## src/rtl/strap_latch_ctrl.sv

```systemverilog
module strap_latch_ctrl (
  input  logic       clk,
  input  logic       rst_n,
  input  logic       pwrgd_pd_in,
  input  logic [2:0] fs_in,
  input  logic       test_sel_in,
  input  logic       dbg_sel_in,
  output logic       latched,
  output logic [2:0] fs_q,
  output logic [2:0] freq_code,
  output logic       freq_rsvd,
  output logic       out_tristate,
  output logic       dbg_clk_sel,
  output logic       pd_req
);
  localparam int STRAP_W = 5;

  logic [1:0]         pin_sync;
  logic               pin_prev;
  logic [STRAP_W-1:0] strap_s1, strap_s2, straps;
  logic               seen;
  logic               low_ok;
  logic               test_on;
  logic [2:0]         code;

  assign low_ok  = !pin_sync[1] && !pin_prev;
  assign test_on = straps[3];

  always_ff @(posedge clk or negedge rst_n) begin
    if (!rst_n) begin
      pin_sync <= 2'b11;
      pin_prev <= 1'b1;
      strap_s1 <= '0;
      strap_s2 <= '0;
      straps   <= '0;
      seen     <= 1'b0;
    end else begin
      pin_sync <= {pin_sync[0], pwrgd_pd_in};
      pin_prev <= pin_sync[1];
      strap_s1 <= {dbg_sel_in, test_sel_in, fs_in};
      strap_s2 <= strap_s1;
      if (low_ok && (!seen || test_on)) begin
        seen   <= 1'b1;
        straps <= strap_s2;
      end
    end
  end

  always_comb begin
    case (straps[2:0])
      3'b101:  code = 3'd0;
      3'b001:  code = 3'd1;
      3'b011:  code = 3'd2;
      3'b010:  code = 3'd3;
      3'b000:  code = 3'd4;
      3'b100:  code = 3'd5;
      3'b110:  code = 3'd6;
      default: code = 3'd7;
    endcase
  end

  assign latched      = seen;
  assign fs_q         = straps[2:0];
  assign freq_code    = seen ? code : 3'd0;
  assign freq_rsvd    = seen && (straps[2:0] == 3'b111);
  assign out_tristate = seen && test_on;
  assign dbg_clk_sel  = seen && straps[4];
  assign pd_req       = seen && !test_on && pin_sync[1];
endmodule

```

## config.mk

```make
export PLATFORM = sky130hd
export DESIGN_NAME = strap_latch_ctrl
export DESIGN_NICKNAME = d
export VERILOG_FILES = /design/src/rtl/strap_latch_ctrl.sv
export SDC_FILE = /design/constraint.sdc
export NUM_CORES = 1
export LEC_CHECK = 0
export ABC_AREA = 1
export BUFFER_PORTS_ARGS = -buffer_cell sky130_fd_sc_hd__buf_2
export CAP_MARGIN = 10
export CORE_ASPECT_RATIO = 0.9
export CORE_MARGIN = 5
export CORE_UTILIZATION = 30
export DETAILED_ROUTE_END_ITERATION = 8
export PLACE_DENSITY = 0.55
export SETUP_SLACK_MARGIN = 0.02
export SLEW_MARGIN = 20
export SYNTH_ARGS = -nofsm -noshare
export SYNTH_HDL_FRONTEND = slang
export SYNTH_SLANG_ARGS = --single-unit
```

## constraint.sdc

```tcl
create_clock -name clk -period 1.6 [get_ports clk]
set_input_delay 0.16 -clock clk [delete_from_list [all_inputs] [get_ports clk]]
set_output_delay 0.16 -clock clk [all_outputs]
set_load 0.02 [all_outputs]
```

==> run metrics, run 1 <==
cell area after synthesis 682 um2; RSZ-0062 raised after global routing no; met3 wire length 105 um; DRT Pass-1 Iters 4; Clock transition at path regs 100 ps; vias post-DR about 470; Synth-to-Final Area Change 29.0%; routed length per instance 9.83 um; power per cell area just under 900 nW/um2; cell family with most CP delay flip-flops; first-pass GRT wire length approximately 1900 um; chip height 55.2 um; CP endpoint kind output port; vias in the first global route 458; Max-slew headroom 0.736; top routing layer in use met3; H-tree depth 1; Final Hold Fails 0; WL met1 527 um; root buf cell clkbuf_4; Critical Path RT 1440 ps; minimum clock period 1450 ps; Crit-path slowest cell dfrtp_1; WP buf/inv 2; Worst VDD drop 0.509 mV; worst-path cell chain inv_1, nand2_1, nand3_1, nand2_1, nor2_1, buf_2; Max Root-Sink Buffers 2; Worst Hold Class input port to asynchronous set/reset pin; post_cts resized 0; Reg2Reg Setup Slack 660 ps; Syn Inst Count 62; DRT Wirelength approximately 1100 um; Initial Utilization 0.312; Worst-Margin Slew between 300 and 400 ps; CP Class flip-flop to output port; status finished clean; IO Count 19; Max Cap Violations 0; final period utilization 0.906; FILL cells 219; number of buffers created by CTS 3; n_diodes 0; pins over their slew limit 0; CP most frequent cell nand2_1; GRT Util Overall 0.0761; antenna violations before repair 0; Post-CTS Hold Fix Bufs 7; sinks on the clock net 19; syn avg cell area about 11 um2; Post-DP HPWL around 810 um; hold slack 331 ps; postcts setup bufs 0; Crit Path Max Fanout 5; Fin Setup TNS 0 ps; Netlist cell types 13; vias per cell 4.05; largest net degree at the start of global routing 20; # rows 16; Met2 Wirelength 498 um; chip width 60.3 um; YS warnings 0; CP arrival 1290 ps; Layout Nets a little under 100; final setup fails 0; # DRC 0; port bufs 18; crit-path max cell delay 440 ps; fmax 690 MHz; Detailed Route Iter0 Violations 19; clock latency at the later pin of the worst-skew pair 280 ps; GP Congestion 0.712; leakage 0.476 nW; die area 3330 um2; Core ar. 2180 um2; grt total ovfl 0; post-route clock skew 2.82 ps; crit start category flip-flop; syn nets 70; layout cells sized above 1 0.307; CTS tree yes; post-route ant nets 0; flops & latches, synth 19; Seq/Total Area, Yosys 0.703
-- logic make-up (layout without fill, tap and decap cells) --
| family | count (synthesis) | after routing | synth area share |
|---|---|---|---|
| AOI/OAI and AO/OA | 3 | 3 | 0.0220 |
| DFF | 19 | 19 | 0.703 |
| buffers and inverters | 12 | 38 | 0.0826 |
| and+or+nand+nor | 28 | 28 | 0.193 |
-- path summary, 6_finish.rpt --
| check | startpoint | to | depth (start not counted) |
|---|---|---|---|
| min in group clk | strap_s1[1] | strap_s2[1] | 0 |
| worst min register to register | strap_s1[1] | strap_s2[1] | 0 |
| max in group asynchronous | rst_n | pin_prev | 2 |
| worst min-delay path | rst_n | strap_s1[4] | 2 |
| worst max register to register | latched | straps[4] | 4 |
| worst max-delay path | straps[1] | freq_code[0] | 6 |
-- cells in the final DEF (no fill, tap or decap), types with 2 or more instances in the layout --
master / n
nor2_1: 3
dfrtp_1: 16
o21ai_0: 2
dlygate4sd3_1: 7
inv_1: 9
dfstp_2: 3
clkbuf_4: 3
buf_2: 18
nand3_1: 6
nand2_1: 15
-- cells in the mapped netlist, drive strengths merged --
cell | number | area [um2]
o21ai | 2 | 10.0
nand3 | 6 | 30.0
nor3 | 1 | 5.00
a21oi | 1 | 5.00
buf | 3 | 22.5
nand2 | 17 | 73.8
dfrtp | 16 | 400
inv | 9 | 33.8
dfstp | 3 | 78.8
nor2 | 4 | 22.5
-- stage by stage --
stage / util / total power [mW] / setup slack (ps) / instance area (um2) / cells
final: 0.403 / 0.768 / 150 / 880 / 115
after global routing: 0.403 / 0.808 / 88.0 / 880 / 115
after CTS: 0.403 / 0.785 / 150 / 880 / 115
after detailed placement: 0.359 / 0.540 / 485 / 783 / 104
after global placement: 0.359 / 0.539 / 517 / 783 / 104
after floorplan: - / 0.520 / 346 / 682 / 62
-- cell type report --
cell class | instances | area [um2] | area share
timing repair buffer | 25 | 160 | 0.182
clock buffer | 4 | 26.3 | 0.0299
tap | 27 | 33.8 | 0.0384
sequential | 19 | 479 | 0.545
inverter | 9 | 33.8 | 0.0384
multi-input combinational | 31 | 146 | 0.166
-- report_power, final --
group / internal (mW) / total (mW) / switching [mW]
combinational: 0.0195 / 0.0371 / 0.0176
sequential: 0.500 / 0.505 / 0.00581
clock: 0.0967 / 0.225 / 0.129
-- per-layer routing --
| metal | vias up | track usage |
|---|---|---|
| met5 | - | 0 |
| met4 | 0 | 0.0475 |
| met3 | 0 | 0.0140 |
| met2 | 21 | 0.114 |
| met1 | 209 | 0.0985 |
| li1 | 236 | - |
-- registers in the layout, indices dropped and copies added, names as in the netlist --
| name | count |
|---|---|
| latched | 1 |
| pin_prev | 1 |
| pin_sync | 2 |
| strap_s1 | 5 |
| strap_s2 | 5 |
| straps | 5 |
-- worst register-to-register path, cell delays in order (launching register included) --
cell	delay [ps]
dfrtp_1	460
nand2_2	180
nand2_4	80
nand2_1	60
nand2_1	50
Note: power is estimated with default switching activity, not from simulation.
==> run 2, diff against run 1 <==
--- a/config.mk
+++ b/config.mk
@@ -12,7 +12,6 @@
 export CORE_MARGIN = 5
 export CORE_UTILIZATION = 30
 export DETAILED_ROUTE_END_ITERATION = 8
-export PLACE_DENSITY = 0.55
 export SETUP_SLACK_MARGIN = 0.02
 export SLEW_MARGIN = 20
 export SYNTH_ARGS = -nofsm -noshare
==> run 2 against run 1 <==
  * Cell count did not move
  * Flip-flop and latch count stayed put
  * Routed wire length is 6.5% lower
  * Total power increased by 0.64%
  * Core utilization is the same
  * Critical path type unchanged
  * Critical endpoint unchanged
==> run metrics, run 2 (same netlist as run 1, synthesis figures left out) <==
status finished clean; Max Root-Sink Buffers 2; post-route clock skew 2.44 ps; final period utilization 0.881; DRT Pass-1 Iters 4; Critical R2R Launch latched; postcts setup bufs 0; n_diodes 0; vias in the first global route 427; GRT Util Overall 0.0729; Worst VDD drop 0.577 mV; leakage 0.476 nW; minimum clock period 1410 ps; Fin Setup TNS 0 ps; largest net degree at the start of global routing 20; crit start category flip-flop; RSZ-0062 raised after global routing no; die area approximately 3300 um2; # DRC 0; crit path from straps[1]; Layout Nets 97; chip width 60.3 um; # rows 16; Post-CTS Hold Fix Bufs 7; post-route ant nets 0; port bufs 18; CP Class flip-flop to output port; vias per cell 4.09; Post-DP HPWL 767 um; IO Count 19; hold slack 316 ps; root buf cell clkbuf_4; CTS tree yes; Tot Pwr approximately 0.77 mW; Clock transition at path regs 100 ps; Synth-to-Final Area Change 29.0%; post_cts resized 0; sinks on the clock net 19; Critical Path RT roughly 1400 ps; vias post-DR 470; biggest regs strap_s1 x5, strap_s2 x5, straps x5; Worst Hold Class input port to asynchronous set/reset pin; clock latency at the later pin of the worst-skew pair between 200 and 300 ps; Final Hold Fails 0; pins over their slew limit 0; chip height 55.2 um; first-pass GRT wire length 1850 um; most frequent cells in the layout buf_2, dfrtp_1, nand2_1; CP arrival 1250 ps; Initial Utilization 0.312; Detailed Route Iter0 Violations 12; Crit Path Max Fanout 5; antenna violations before repair 0; Max-slew headroom 0.729; GP Congestion 0.721; number of buffers created by CTS 3; Core ar. 2180 um2; H-tree depth 1; grt total ovfl 0; routed length per instance between 9 and 10 um; CP endpoint kind output port; DRT Wirelength 1060 um; layout cells sized above 1 0.307; final setup fails 0; FILL cells between 200 and 250; commonest non-fill, non-tap cell in the layout buf_2; Max Cap Violations 0; fmax a little over 700 MHz; power per cell area 878 nW/um2; Worst-Margin Slew 407 ps
## run 2: cell counts in the layout (fill, tap and decap cells not counted)
Identical to the previous run, type by type.
## run 2: worst paths after layout
path | to | slack [ps] | cells past startpoint
max in group asynchronous | pin_prev | 960 | 2
max | freq_code[0] | 190 | 6
min in group clk | strap_s2[4] | 360 | 0
max reg2reg | straps[1] | 680 | 4
min reg2reg | strap_s2[4] | 360 | 0
min | strap_s1[1] | 320 | 2
## run 2: layer usage
layer | track usage | routed length (um) | up-vias
met5 | 0 | 0 | -
met4 | 0.0285 | 0 | 0
met3 | 0.0280 | 134 | 0
met2 | 0.0972 | 446 | 20
met1 | 0.105 | 475 | 209
li1 | - | - | 241
## run 2: per-stage QoR
stage	instance area [um2]	setup WS [ps]	cells	util
2_1_floorplan	682	346	62	-
3_3_place_gp	783	520	104	0.359
3_5_place_dp	783	503	104	0.359
4_1_cts	880	166	115	0.403
5_1_grt	880	39.7	115	0.403
6_report	880	190	115	0.403
## run 2: cell type report
class                   instances  area (um2)  area share
flip-flops and latches         19         479       0.545
repair buffers                 25         160       0.182
multi-input cells              31         146       0.166
inverters                       9        33.8      0.0384
well taps                      27        33.8      0.0384
clock buffers                   4        26.3      0.0299
## run 2: critical path, cell delays in order (launching register included)
cell	delay, ps
dfrtp_1	440
inv_1	90
nand2_1	70
nand3_1	70
nand2_1	50
nor2_1	80
buf_2	170
## run 2: where the power goes
group | internal (mW) | switching, mW
clock network | 0.0968 | 0.133
logic | 0.0195 | 0.0173
registers | 0.500 | 0.00608
total | 0.616 | 0.157
